==> config.mk <==
export PLATFORM = sky130hd
export DESIGN_NAME = ring_idx_unit
export DESIGN_NICKNAME = d
export VERILOG_FILES = /design/src/rtl/ring_pkg.sv /design/src/rtl/ring_track.sv /design/src/rtl/ring_irq.sv /design/src/rtl/ring_idx_unit.sv
export SDC_FILE = /design/constraint.sdc
export NUM_CORES = 1
export LEC_CHECK = 0
export ABC_CLOCK_PERIOD_IN_PS = 8800
export BUFFER_PORTS_ARGS = -buffer_cell sky130_fd_sc_hd__buf_2
export CAP_MARGIN = 15
export CORE_MARGIN = 5
export CORE_UTILIZATION = 30
export DETAILED_ROUTE_END_ITERATION = 7
export GPL_ROUTABILITY_DRIVEN = 1
export RECOVER_POWER = 25
export SYNTH_ARGS = -nofsm -noshare
export SYNTH_HDL_FRONTEND = slang
export SYNTH_HIERARCHICAL = 1
export SYNTH_SLANG_ARGS = --single-unit
==> constraint.sdc <==
create_clock -name clk -period 8.8 [get_ports clk]
set_input_delay 1.76 -clock clk [delete_from_list [all_inputs] [get_ports clk]]
set_output_delay 1.76 -clock clk [all_outputs]
set_load 0.02 [all_outputs]
==> src/rtl/ring_pkg.sv <==
package ring_pkg;
  localparam int REG_AW = 4;
  localparam int MARK_W = 16;
  localparam int NSTAT  = 7;

  // per-ring register offsets (address bits 1:0), ring select on bits 3:2
  localparam logic [1:0] OFF_SIZE  = 2'd0;
  localparam logic [1:0] OFF_WIDX  = 2'd1;
  localparam logic [1:0] OFF_RIDX  = 2'd2;
  localparam logic [1:0] OFF_MARKS = 2'd3;

  localparam logic [REG_AW-1:0] A_STATUS = 4'd8;
  localparam logic [REG_AW-1:0] A_ENABLE = 4'd9;

  // status bit positions
  localparam int ST_DONE    = 0;
  localparam int ST_SRC_HI  = 1;
  localparam int ST_SRC_LO  = 2;
  localparam int ST_DST_HI  = 3;
  localparam int ST_DST_LO  = 4;
  localparam int ST_SRC_OVF = 5;
  localparam int ST_DST_OVF = 6;
endpackage

==> src/rtl/ring_track.sv <==
module ring_track
  import ring_pkg::*;
#(
  parameter int IDX_W = 8
) (
  input  logic             clk,
  input  logic             rst,
  input  logic             wr_size,
  input  logic             wr_widx,
  input  logic             wr_marks,
  input  logic [31:0]      wdata,
  input  logic             consume,
  output logic [IDX_W-1:0] widx_o,
  output logic [IDX_W-1:0] ridx_o,
  output logic [IDX_W-1:0] mask_o,
  output logic [31:0]      marks_o,
  output logic             evt_hi,
  output logic             evt_lo,
  output logic             evt_ovf,
  output logic             evt_done
);
  logic [IDX_W-1:0] widx_q, ridx_q, mask_q, occ_q;
  logic [31:0]      marks_q;
  logic [IDX_W-1:0] occ, occ_new;
  logic             widx_ok, take;
  logic [MARK_W-1:0] lo_lvl, hi_lvl, occ_w, occ_qw;

  // largest power of two not above v, as a mask; clamp at 2^IDX_W
  function automatic logic [IDX_W-1:0] size_to_mask(input logic [31:0] v);
    logic [IDX_W:0] pw;
    pw = '0;
    size_to_mask = '0;
    if (|(v >> IDX_W)) size_to_mask = '1;
    else begin
      for (int i = 0; i < IDX_W; i++) begin
        if (v[i]) begin
          pw = (IDX_W+1)'(1) << i;
          size_to_mask = IDX_W'(pw - 1'b1);
        end
      end
    end
  endfunction

  always_comb begin
    occ     = (widx_q - ridx_q) & mask_q;
    occ_new = (wdata[IDX_W-1:0] - ridx_q) & mask_q;
    widx_ok = (occ_new >= occ);
    take    = consume && (occ != '0);
    lo_lvl  = marks_q[31:16];
    hi_lvl  = marks_q[15:0];
    occ_w   = MARK_W'(occ);
    occ_qw  = MARK_W'(occ_q);
  end

  always_ff @(posedge clk) begin
    if (rst) begin
      widx_q  <= '0;
      ridx_q  <= '0;
      mask_q  <= '1;
      marks_q <= '0;
      occ_q   <= '0;
    end else begin
      occ_q <= occ;
      if (wr_marks) marks_q <= wdata;
      if (wr_size) begin
        mask_q <= size_to_mask(wdata);
        widx_q <= '0;
        ridx_q <= '0;
      end else begin
        if (wr_widx && widx_ok) widx_q <= wdata[IDX_W-1:0] & mask_q;
        if (take) ridx_q <= (ridx_q + 1'b1) & mask_q;
      end
    end
  end

  assign evt_hi   = (occ_qw <= hi_lvl) && (occ_w > hi_lvl);
  assign evt_lo   = (occ_qw >= lo_lvl) && (occ_w < lo_lvl);
  assign evt_ovf  = wr_widx && !wr_size && !widx_ok;
  assign evt_done = take && !wr_size;
  assign widx_o   = widx_q;
  assign ridx_o   = ridx_q;
  assign mask_o   = mask_q;
  assign marks_o  = marks_q;
endmodule

==> src/rtl/ring_irq.sv <==
module ring_irq #(
  parameter int NB = 7
) (
  input  logic          clk,
  input  logic          rst,
  input  logic [NB-1:0] set_vec,
  input  logic          wr_status,
  input  logic          wr_enable,
  input  logic [NB-1:0] wdata,
  output logic [NB-1:0] status_o,
  output logic [NB-1:0] enable_o,
  output logic          irq_o
);
  logic [NB-1:0] st_q, en_q, clr;
  logic          irq_q;

  assign clr = wr_status ? wdata : '0;

  always_ff @(posedge clk) begin
    if (rst) begin
      st_q  <= '0;
      en_q  <= '0;
      irq_q <= 1'b0;
    end else begin
      st_q  <= (st_q & ~clr) | set_vec;
      if (wr_enable) en_q <= wdata;
      irq_q <= |(st_q & en_q);
    end
  end

  assign status_o = st_q;
  assign enable_o = en_q;
  assign irq_o    = irq_q;
endmodule

==> src/rtl/ring_idx_unit.sv <==
module ring_idx_unit
  import ring_pkg::*;
#(
  parameter int IDX_W = 8
) (
  input  logic              clk,
  input  logic              rst,
  input  logic              reg_wr,
  input  logic [REG_AW-1:0] reg_addr,
  input  logic [31:0]       reg_wdata,
  output logic [31:0]       reg_rdata,
  input  logic              src_consume,
  input  logic              dst_consume,
  output logic              irq
);
  localparam int NR = 2;

  logic [NR-1:0][IDX_W-1:0] widx_a, ridx_a, mask_a;
  logic [NR-1:0][31:0]      marks_a;
  logic [NR-1:0]            hi_v, lo_v, ovf_v, done_v, consume_v;
  logic [NSTAT-1:0]         set_vec, st_vec, en_vec;
  logic [31:0]              rd_n, rd_q;

  assign consume_v = {dst_consume, src_consume};

  for (genvar r = 0; r < NR; r++) begin : g_ring
    logic sel;
    assign sel = reg_wr && (reg_addr[3:2] == 2'(r));
    ring_track #(.IDX_W(IDX_W)) u_trk (
      .clk(clk), .rst(rst),
      .wr_size (sel && reg_addr[1:0] == OFF_SIZE),
      .wr_widx (sel && reg_addr[1:0] == OFF_WIDX),
      .wr_marks(sel && reg_addr[1:0] == OFF_MARKS),
      .wdata(reg_wdata), .consume(consume_v[r]),
      .widx_o(widx_a[r]), .ridx_o(ridx_a[r]), .mask_o(mask_a[r]),
      .marks_o(marks_a[r]),
      .evt_hi(hi_v[r]), .evt_lo(lo_v[r]), .evt_ovf(ovf_v[r]), .evt_done(done_v[r])
    );
  end

  always_comb begin
    set_vec             = '0;
    set_vec[ST_DONE]    = |done_v;
    set_vec[ST_SRC_HI]  = hi_v[0];
    set_vec[ST_SRC_LO]  = lo_v[0];
    set_vec[ST_DST_HI]  = hi_v[1];
    set_vec[ST_DST_LO]  = lo_v[1];
    set_vec[ST_SRC_OVF] = ovf_v[0];
    set_vec[ST_DST_OVF] = ovf_v[1];
  end

  ring_irq #(.NB(NSTAT)) u_irq (
    .clk(clk), .rst(rst), .set_vec(set_vec),
    .wr_status(reg_wr && reg_addr == A_STATUS),
    .wr_enable(reg_wr && reg_addr == A_ENABLE),
    .wdata(reg_wdata[NSTAT-1:0]),
    .status_o(st_vec), .enable_o(en_vec), .irq_o(irq)
  );

  always_comb begin
    rd_n = '0;
    if (!reg_addr[3]) begin
      case (reg_addr[1:0])
        OFF_SIZE:  rd_n = 32'(mask_a[reg_addr[2]]) + 32'd1;
        OFF_WIDX:  rd_n = 32'(widx_a[reg_addr[2]]);
        OFF_RIDX:  rd_n = 32'(ridx_a[reg_addr[2]]);
        default:   rd_n = marks_a[reg_addr[2]];
      endcase
    end else if (reg_addr == A_STATUS) rd_n = 32'(st_vec);
    else if (reg_addr == A_ENABLE)     rd_n = 32'(en_vec);
  end

  always_ff @(posedge clk) begin
    if (rst) rd_q <= '0;
    else     rd_q <= rd_n;
  end

  assign reg_rdata = rd_q;
endmodule

==> reports/qor.csv, run 1 <==
metric,value,unit
status,"finished, violations left",
failed_checks,"capacitance limit, slew limit",
r2r_cells,12,
rsz0062_at_grt,no,
period_share,0.7169,
final_area,0.01205,sq mm
cts_htree_levels,4,
drc,0,
area_growth_syn_to_layout,11.93,%
post_cts_buffers,0,
power.leakage,4.866,nW
die_y,199.4,microns
hpwl,24.16,mm
dieWidth,199.4,microns
boundaryPins,74,
route.met2.wl,13.92,mm
antenna_found_initial,1,
start_util,0.3033,
vias_per_cell,5.193,
crit_type,in2reg,
syn_nets,1350,
cts.root.buffer_cell,clkbuf_16,
syn_area_per_cell,8.999,sq um
cts_tree,built,
grt_util_all_layers,0.1582,
cp_cell_sequence,clkbuf_1 -> clkbuf_1 -> nor4b_1 -> nand4_1 -> nor2_1 -> inv_2 -> or4_1 -> or3_1 -> o32a_1,
clk-insertion-delay-late,0.44,ns
crit_path_max_fanout,85,
place_inst,1691,
grt_max_degree,86,
design.die.area,0.03976,sq mm
place.gp.congestion,0.9125,
met1_length,15.37,mm
whs_path_depth,2,
ys_seq_area_frac,0.3255,
clk_path_buf_depth,2,
cpMostUsedCell,clkbuf_1,
r2r_start,g_ring[0].u_trk/ridx_o[0],
wl_met3,2.149,mm
synth_cell_types,71,
wl_per_cell,18.44,microns
worst_pin_slew,3.811,ns
numCtsBuffers,17,
overflow,0,
cap_viol_max_count,2,
post_cts_resized,0,
worstSetupStartpointType,input pin,
cts_hold_buf,0,
first_pass_iters,7,
max_slew_margin,-1.541,
ys_ff_latch,175,
ys.warnings.count,6,
setup_viol,0,
synth-xor-area-share,0.01628,
fmax,0.1585,GHz
fin_skew,0.01185,ns
grt_pass1_vias,8546,
hold_violations,0,
io_buffers,73,
dp_slack,3.379,ns
place_area,0.01151,sq mm
cpPeakStageDelay,1.52,ns
core,0.03548,sq mm
setup_tns,0,ns
slew_violations,119,
synthAdderAreaFrac,0.1342,
vias,8953,
rows,69,
highest_layer,met4,
synthMuxAreaShare,0.1521,
power_density,179.6,mW/mm^2
drive_gt1_frac,0.09984,
drt_iter0_markers,699,
ys.flop_type,dfxtp_1,
synth_area,0.01076,sq mm
path_clk_slew,0.07,ns
ant_nets,0,
async_flop_share,0,
endpoint_kind,flip-flop,
worst_slack,2.491,ns
worstHoldStart,g_ring[0].u_trk/widx_o[7],
cp.arrival,6.63,ns
routed_wirelength,31.78,mm
clock_sinks,175,
yosys.area_share.simple,0.1829,
grt_pass1_wl,49.15,mm
instances_no_fill,1724,
startpoint,rst,
hp-class,reg2reg,
synth_top_family_by_area,simple AND/OR/NAND/NOR gates,
critPathRequiredTime,9.12,ns
post-route-min-period,6.309,ns
peakVddDrop,148.1,uV
synth_compound_area_frac,0.1366,
synth_cells,1196,
crit_slowest_cell,clkbuf_1,
finalNetCount,1403,
synth-edff-count,0,
-- through the flow --
| step | utilization | hold WS, ns | power, mW |
|---|---|---|---|
| 2_1_floorplan | - | 0.4512 | 1.267 |
| 3_3_place_gp | 0.3245 | 0.4800 | 1.405 |
| 3_5_place_dp | 0.3245 | 0.4898 | 1.418 |
| 4_1_cts | 0.3409 | 0.5003 | 2.177 |
| 5_1_grt | 0.3395 | 0.5188 | 2.285 |
| 6_report | 0.3395 | 0.4953 | 2.164 |
-- layer usage --
| layer | global-route usage | vias to the layer above |
|---|---|---|
| met5 | 0 | - |
| met4 | 0.02994 | 0 |
| met3 | 0.03288 | 25 |
| met2 | 0.2447 | 286 |
| met1 | 0.2299 | 4252 |
| li1 | - | 4390 |
-- registers in the layout, summed over array words and instances, names as in the netlist --
signal                count
u_irq/enable_o            7
g_ring.u_trk/marks_o     64
u_irq/status_o            7
g_ring.u_trk/mask_o      16
g_ring.u_trk/ridx_o      16
reg_rdata                32
g_ring.u_trk/occ_q       16
g_ring.u_trk/widx_o      16
u_irq/irq_o               1
-- power breakdown --
part           total (mW)  switching (mW)  internal (mW)  leakage, nW
logic               0.555           0.314          0.241         3.16
clock network       0.758           0.350          0.408        0.286
registers           0.851          0.0281          0.822         1.42
total                2.16           0.692           1.47         4.87
-- final timing paths --
check	end	slack [ns]
worst min-delay path	g_ring[0].u_trk/widx_o[7]	0.50
worst min register to register	g_ring[0].u_trk/widx_o[7]	0.50
worst max register to register	u_irq/status_o[0]	4.84
worst max-delay path	g_ring[1].u_trk/mask_o[0]	2.49
-- cell usage after synthesis (7+ instances only) --
library cell	instances	share of area
mux2i_1	141	0.13
and2_1	12	0.0070
and3_1	14	0.0081
a211oi_1	9	0.0063
nand3_1	54	0.025
nand4_1	10	0.0058
o21ai_1	10	0.0047
nor2b_1	14	0.0081
nand3b_1	10	0.0070
mux2_2	11	0.012
o21a_1	12	0.0084
nand2_1	58	0.020
dfxtp_1	175	0.33
nor3_1	12	0.0056
a21boi_0	9	0.0063
buf_1	7	0.0024
xor2_1	9	0.0073
nand2b_1	21	0.012
nor4_1	19	0.011
inv_2	7	0.0024
o21ai_0	29	0.013
a21oi_1	46	0.021
nor2_1	142	0.050
clkbuf_1	24	0.0084
inv_1	75	0.026
o21ba_2	7	0.0065
ha_1	109	0.13
a21o_1	21	0.015
xnor2_1	11	0.0090
-- kinds of logic (layout without fill, tap and decap cells) --
group | count (synthesis) | in the layout
compound gates | 206 | 206
fa+ha+maj | 113 | 113
simple gates | 397 | 397
flops | 175 | 175
other cells | 0 | 1
xor+xnor | 20 | 20
mux | 157 | 157
buf+inv | 128 | 194
-- cell usage in the layout (no fill, tap or decap), types with 5 or more instances in the layout --
cell type  count
dfxtp_1      175
nor2_1       141
mux2i_1      141
ha_1         109
inv_1         75
nand2_1       58
nand3_1       54
a21oi_1       46
buf_2         38
clkbuf_1      36
o21ai_0       29
nand2b_1      21
a21o_1        21
nor4_1        19
clkbuf_16     17
nor2b_1       14
and3_1        14
o21a_1        12
and2_1        12
mux2_2        11
nor3_1        11
xnor2_1       11
nand3b_1      10
nand4_1       10
o21ai_1       10
a211oi_1       9
xor2_1         9
a21boi_0       9
inv_2          7
o21ba_2        7
or2_2          6
or3_1          6
o31a_1         6
o22a_1         6
o211ai_1       5
inv_6          5
buf_4          5
-- critical path: cells and delay by family --
family / cells / cell delay [ns]
AND/OR/NAND/NOR: 5 / 2.44
buffers and inverters: 3 / 2.06
AO/OA/AOI/OAI: 1 / 0.30
-- layout make-up --
| class | instances | area, sq um |
|---|---|---|
| Clock inverter | 14 | 143.9 |
| Inverter | 83 | 311.5 |
| Tap cell | 461 | 576.8 |
| Fill cell | 3605 | 23440 |
| Timing Repair Buffer | 79 | 362.8 |
| Antenna cell | 1 | 2.502 |
| Multi-Input combinational cell | 893 | 6706 |
| Clock buffer | 18 | 439.2 |
| Sequential cell | 175 | 3503 |
Note: power is estimated with default switching activity, not from simulation.
==> inputs of run 2 (changes only) <==
--- a/config.mk
+++ b/config.mk
@@ -5,7 +5,8 @@
 export SDC_FILE = /design/constraint.sdc
 export NUM_CORES = 1
 export LEC_CHECK = 0
-export ABC_CLOCK_PERIOD_IN_PS = 8800
+export ABC_AREA = 1
+export ABC_CLOCK_PERIOD_IN_PS = 6150
 export BUFFER_PORTS_ARGS = -buffer_cell sky130_fd_sc_hd__buf_2
 export CAP_MARGIN = 15
 export CORE_MARGIN = 5
==> constraint.sdc (replaced) <==
create_clock -name clk -period 6.15 [get_ports clk]
set_input_delay 1.23 -clock clk [delete_from_list [all_inputs] [get_ports clk]]
set_output_delay 1.23 -clock clk [all_outputs]
set_load 0.02 [all_outputs]
==> run 2 against run 1 <==
The run still ends with capacitance limit, slew limit left. Largest cell class unchanged. Non-clock buffer count did not move. Via count rose by 19%. Critical path type unchanged. Synthesized area rose by 4.0%. Synthesized cell count rose by 37%. Sequential power rose by 45%. Worst setup slack got worse by 0.60 ns. Critical endpoint is now g_ring[1].u_trk/marks_o[0]. Die area rose by 3.8%. Clock power rose by 46%. Sequential share of layout area fell by 1.0 points. Count of clock-buffer cells in the layout fell by 1. Routed wire length rose by 12%. Clock skew barely moved. Largest power group unchanged.
==> reports/qor.csv, run 2 <==
metric,value,unit,change
synth_top_family_by_area,simple AND/OR/NAND/NOR gates,,
synth_cells,1641,,+37%
yosysTopAreaCell,dfxtp_1,,
peakVddDrop,128.5,uV,-13%
die_y,203.2,microns,+1.9%
grt_pass1_vias,10240,,+20%
cts_tree,built,,
rows,70,,+1.4%
clk-insertion-delay-late,0.45,ns,about the same
boundaryPins,74,,unchanged
io_buffers,73,,unchanged
place_area,0.01192,sq mm,+3.5%
first_pass_iters,5,,-2
syn_nets,1795,,+33%
vias_per_cell,4.901,,-5.6%
synth_cell_types,53,,-25%
period_share,0.6925,,
synth_area,0.01120,sq mm,+4.0%
drc,0,,unchanged
final_common_cell,nand2_1,,
layout_common_cells,"nand2_1, inv_1, a21oi_1",,
worst_slack,1.891,ns,-0.6001 ns
grt_util_all_layers,0.1703,,+0.01213
reg2reg_slack,2.52,ns,-2.32 ns
largest_reg_flops,64,,unchanged
cts.root.buffer_cell,clkbuf_16,,
start_util,0.3051,,+0.001823
synthAdderAreaFrac,0.1289,,-0.005216
grt_pass1_wl,56.66,mm,+15%
post-route-min-period,4.259,ns,
failed_checks,"capacitance limit, slew limit",,
drive_gt1_frac,0.08984,,-0.01000
synth_top_cells_by_area,"dfxtp_1, ha_1, nand2_1",,
cts_htree_levels,4,,unchanged
fin_skew,0.01190,ns,+0.00005020 ns
place.gp.congestion,0.9188,,+0.69%
synth-edff-count,0,,unchanged
synth-xor-area-share,0.004693,,-0.01158
crit_type,in2reg,,
clock_sinks,175,,unchanged
rsz0062_at_grt,no,,
path_clk_slew,0.07,ns,about the same
clk_path_buf_depth,2,,unchanged
power_density,251.9,mW/mm^2,+40%
hpwl,27.61,mm,+14%
grt_max_degree,67,,-22%
synthMuxAreaShare,0.0008939,,-0.1512
worst_pin_slew,2.309,ns,-1.502 ns
ys_seq_area_frac,0.3128,,-0.01266
max_slew_margin,-0.5392,,+1.001
status,"finished, violations left",,
design.die.area,0.04129,sq mm,+3.8%
hp-class,reg2reg,,
async_flop_share,0,,unchanged
critPathRequiredTime,6.42,ns,-2.70 ns
ant_nets,0,,unchanged
cp.arrival,4.53,ns,-2.10 ns
ys_ff_latch,175,,unchanged
numCtsBuffers,17,,unchanged
ys.warnings.count,6,,unchanged
synth.most_common_cell,nand2_1,,
cts_hold_buf,0,,unchanged
synth_compound_area_frac,0.1665,,+0.02988
power.leakage,5.946,nW,+22%
hold_violations,0,,unchanged
setup_tns,0,ns,unchanged
endpoint_kind,flip-flop,,
post_cts_buffers,0,,unchanged
wl_per_cell,16.33,microns,-11%
syn_area_per_cell,6.824,sq um,-24%
diodes,0,,-1
routed_wirelength,35.45,mm,+12%
fmax,0.2348,GHz,
finalNetCount,1844,,+31%
antenna_found_initial,0,,-1
dp_slack,1.806,ns,-1.574 ns
drt_iter0_markers,874,,+25%
power,3.147,mW,+45%
dieWidth,203.2,microns,+1.9%
post_cts_resized,0,,unchanged
cap_viol_max_count,1,,-1
vias,10640,,+19%
yosys.area_share.simple,0.2721,,+0.08920
crit_path_max_fanout,39,,-54%
overflow,0,,unchanged
core,0.03670,sq mm,+3.4%
area_growth_syn_to_layout,11.59,%,
setup_viol,0,,unchanged
slew_violations,40,,-66%
ys.flop_type,dfxtp_1,,
netlist_top_cells_count,"nand2_1, inv_1, a21oi_1, nor2_1, dfxtp_1",,
netlist.area_leader.share,0.3128,,-0.01266
worstSetupStartpointType,input pin,,
final_area,0.01250,sq mm,+3.7%
run 2: cell types whose count changed after synthesis, sizes merged, moves of 13 or more:
cell / delta
nand2b: -21
nand2: +271
and3: -13
nand4: +13
nor2: +51
o21ai: +91
nand3: +41
nor2b: -14
mux2: -13
a21oi: +140
inv: +181
mux2i: -140
a21o: -19
run 2: through the flow:
stage                 util  std cells  hold WS, ns
floorplan                -       1641       0.4457
global placement    0.3249       2138       0.4666
detailed placement  0.3249       2138       0.4809
CTS                 0.3415       2170       0.4909
global route        0.3405       2171       0.5168
finish              0.3405       2171       0.4918
run 2: routing by layer:
metal	vias up	share of wire	wire, microns	track usage
li1	5473	-	-	-
met1	4859	0.46	16170	0.2248
met2	265	0.48	17080	0.2967
met3	44	0.043	1522	0.01622
met4	0	0.019	683	0.04939
met5	-	0	0	0
run 2: cell families (layout without fill, tap and decap cells):
logic type	after synthesis	after routing
and+or+nand+nor	682	682
AOI/OAI and AO/OA	351	351
buffers and inverters	313	375
DFF	175	175
adders and majority gates	113	113
xor gates and xnor gates	6	6
muxes	1	1
run 2: cell type report:
type	count	area (sq um)
inverters	264	991.0
repair buffers	79	366.6
multi-input cells	1153	6439
clock inverters	15	185.2
clock buffers	17	425.4
fillers	3920	24200
flip-flops and latches	175	3503
well taps	468	585.6
run 2: final timing paths:
path,depth (start not counted),end,startpoint
min,2,reg_rdata[25],g_ring[1].u_trk/marks_o[25]
max,5,g_ring[1].u_trk/marks_o[0],rst
max reg2reg,19,g_ring[1].u_trk/widx_o[0],g_ring[1].u_trk/ridx_o[0]
min reg2reg,2,reg_rdata[25],g_ring[1].u_trk/marks_o[25]
run 2: worst max-delay path: stages:
cell and delay (ns):
buf_2 0.07, clkbuf_1 1.64, inv_1 1.11, o21ai_0 0.37, a21oi_1 0.09
run 2: where the power goes:
part | total, mW | internal, mW | leakage (nW) | switching, mW
Combinational | 0.806 | 0.290 | 4.23 | 0.516
Sequential | 1.23 | 1.18 | 1.42 | 0.0466
Clock | 1.11 | 0.555 | 0.293 | 0.559
Total | 3.15 | 2.03 | 5.95 | 1.12
==> inputs of run 3 (changes only) <==
--- a/config.mk
+++ b/config.mk
@@ -6,7 +6,7 @@
 export NUM_CORES = 1
 export LEC_CHECK = 0
 export ABC_AREA = 1
-export ABC_CLOCK_PERIOD_IN_PS = 6150
+export ABC_CLOCK_PERIOD_IN_PS = 3600
 export BUFFER_PORTS_ARGS = -buffer_cell sky130_fd_sc_hd__buf_2
 export CAP_MARGIN = 15
 export CORE_MARGIN = 5
==> constraint.sdc (replaced) <==
create_clock -name clk -period 3.6 [get_ports clk]
set_input_delay 0.72 -clock clk [delete_from_list [all_inputs] [get_ports clk]]
set_output_delay 0.72 -clock clk [all_outputs]
set_load 0.02 [all_outputs]
==> run 3 against run 2 <==
The run now ends clean. First-iteration DRC count increased by 8.1%. Design area increased by 1.6%. Routed wire length increased by 3.3%. Die area unchanged. Total power increased by 73%. Critical endpoint is now g_ring[1].u_trk/widx_o[7]. Worst setup slack got worse by 1.6 ns. Non-clock buffer count increased by 22. Global-route usage increased by 0.30 points. Register-to-register slack got worse by 2.2 ns. Hold slack got worse by 0.0074 ns.
==> reports/qor.csv, run 3 (synthesized netlist as in run 2, its figures left out) <==
metric,value,unit,change
switching_share,0.3583,,+0.002034
die_y,203.2,microns,unchanged
grt_pass1_wl,57.43,mm,+1.4%
cap_viol_max_count,0,,-1
final_common_cell,nand2_1,,
n_fill_cell,3909,,-0.28%
combPwrFrac,0.260,,+0.004
drt_iter0_markers,945,,+8.1%
intPower,3.494,mW,+72%
worst_pin_slew,1.221,ns,-1.088 ns
start_util,0.3051,,unchanged
vias_per_cell,5.035,,+2.7%
fin_hold_ws,0.4844,ns,-0.007421 ns
finalNetCount,1866,,+1.2%
path_delay_family,compound AO/OA/AOI/OAI gates,,
drive_gt1_frac,0.1043,,+0.01451
power.leakage,6.061,nW,+1.9%
status,"complete, no violations",,
rsz0062_at_grt,no,,
crit_type,in2reg,,
power,5.445,mW,+73%
cp_cell_sequence,buf_2 -> inv_1 -> ha_1 -> inv_1 -> fa_1 -> nand2_1 -> inv_1 -> o21ai_0 -> nand2_1 -> a21oi_1 -> o21bai_1 -> o21ai_0 -> a21oi_1 -> ha_1 -> nand2_1 -> nor2_1 -> nand4_1 -> o2111ai_1 -> nand2_1 -> buf_4 -> a21oi_1 -> nor2_1,,
reg2reg_slack,0.28,ns,-2.24 ns
r2r_start,g_ring[1].u_trk/ridx_o[0],,
cts_tree,built,,
fin_skew,0.01325,ns,+0.001345 ns
r2r_cells,20,,+1
vias,11050,,+3.8%
critPathRequiredTime,3.93,ns,-2.49 ns
cp_num_buf_inv,5,,+2
worst_slack,0.2594,ns,-1.632 ns
clock_sinks,175,,unchanged
fmax,0.2993,GHz,
crit_slowest_cell,fa_1,,
endpoint_kind,flip-flop,,
core,0.03670,sq mm,unchanged
wl_per_cell,16.68,microns,+2.2%
peakVddDrop,255.7,uV,+99%
overflow,0,,unchanged
critical_path_depth,22,,+17
area_growth_syn_to_layout,13.34,%,
place.gp.congestion,0.9505,,+3.5%
worstSetupStartpointType,input pin,,
p_sw,1.951,mW,+74%
hp-class,reg2reg,,
setup.worst_path.end,g_ring[1].u_trk/widx_o[7],,
max_slew_margin,0.1858,,+0.7250
path_clk_slew,0.08,ns,about the same
drc,0,,unchanged
layout_common_cells,"nand2_1, inv_1, a21oi_1",,
clk-insertion-delay-late,0.44,ns,about the same
cpMostUsedCell,nand2_1,,
regToRegEndpoint,g_ring[1].u_trk/widx_o[7],,
grt_util_all_layers,0.1733,,+0.003013
hpwl,28.55,mm,+3.4%
clkPwrFrac,0.355,,about the same
numCtsBuffers,17,,unchanged
design.die.area,0.04129,sq mm,unchanged
routed_wirelength,36.61,mm,+3.3%
post_cts_buffers,0,,unchanged
ant_nets,0,,unchanged
rows,70,,unchanged
antenna_found_initial,1,,+1
period_share,0.9280,,
seq_power_share,0.385,,-0.005
setup_viol,0,,unchanged
grt_max_degree,53,,-21%
cp.arrival,3.67,ns,-0.86 ns
grt_pass1_vias,10410,,+1.7%
power_density,429.0,mW/mm^2,+70%
dieWidth,203.2,microns,unchanged
crit_path_max_fanout,7,,-82%
dp_slack,-0.05415,ns,-1.860 ns
slew_violations,0,,-100%
cpPeakStageDelay,0.37,ns,-1.27 ns
hold_violations,0,,unchanged
cts_htree_levels,4,,unchanged
clk_path_buf_depth,2,,unchanged
cts.root.buffer_cell,clkbuf_16,,
largest_reg_flops,64,,unchanged
io_buffers,73,,unchanged
first_pass_iters,6,,+1
post-route-min-period,3.341,ns,
boundaryPins,74,,unchanged
startpoint,reg_wdata[0],,
-- run 3: cell count changes in the layout (fill, tap and decap cells not counted), sizes merged --
cell,before,now
diode,0,1
clkbuf,50,48
buf,46,70
-- run 3: per-stage QoR --
stage / instances / setup TNS (ns) / area [sq um] / util
after floorplan: 1641 / 0 / 11200 / -
after global placement: 2161 / 0 / 12110 / 0.3299
after detailed placement: 2161 / -0.2706 / 12110 / 0.3299
after CTS: 2193 / 0 / 12730 / 0.3469
after global routing: 2194 / 0 / 12690 / 0.3459
final: 2194 / 0 / 12690 / 0.3459
-- run 3: worst min-delay path by stage --
| stage | depth (start not counted) | endpoint | start |
|---|---|---|---|
| final | 2 | reg_rdata[9] | g_ring[0].u_trk/marks_o[9] |
| after global routing | 2 | reg_rdata[11] | g_ring[0].u_trk/marks_o[11] |
| after CTS | 2 | reg_rdata[9] | g_ring[0].u_trk/marks_o[9] |
| after detailed placement | 2 | reg_rdata[24] | g_ring[1].u_trk/marks_o[24] |
| after global placement | 2 | reg_rdata[24] | g_ring[1].u_trk/marks_o[24] |
| after floorplan | 2 | reg_rdata[28] | g_ring[1].u_trk/marks_o[28] |
-- run 3: metal layers --
layer | track usage | up-vias | routed length (microns)
li1 | - | 5495 | -
met1 | 0.2303 | 5088 | 16140
met2 | 0.2828 | 384 | 16810
met3 | 0.02035 | 80 | 2096
met4 | 0.07926 | 0 | 1560
met5 | 0 | - | 0
-- run 3: power by group through the flow --
stage / sequential [mW] / clock (mW) / combinational [mW]
after global placement: 2.14 / 0 / 1.37
final: 2.10 / 1.93 / 1.41
after floorplan: 2.12 / 0 / 1.01
after global routing: 2.11 / 2.06 / 1.62
after CTS: 2.10 / 1.97 / 1.41
after detailed placement: 2.14 / 0 / 1.41
-- run 3: tightest hold or removal path: stages, from the launching register on --
cell and delay (ns):
dfxtp_1 0.33, nand2_1 0.06, a21oi_1 0.05
-- run 3: timing repair --
item                       4_1_cts  5_1_grt
resized for setup                0        3
hold buffers                     0        0
setup endpoints to repair        0       12
-- run 3: final cells by class --
type | instances | area, sq um | area share
inverter | 264 | 994.7 | 0.07837
clock buffer | 17 | 425.4 | 0.03352
multi-input combinational | 1153 | 6439 | 0.5073
clock inverter | 15 | 198.9 | 0.01567
sequential | 175 | 3505 | 0.2761
timing repair buffer | 101 | 541.8 | 0.04269
antenna | 1 | 2.502 | 0.0001972
tap | 468 | 585.6 | 0.04614
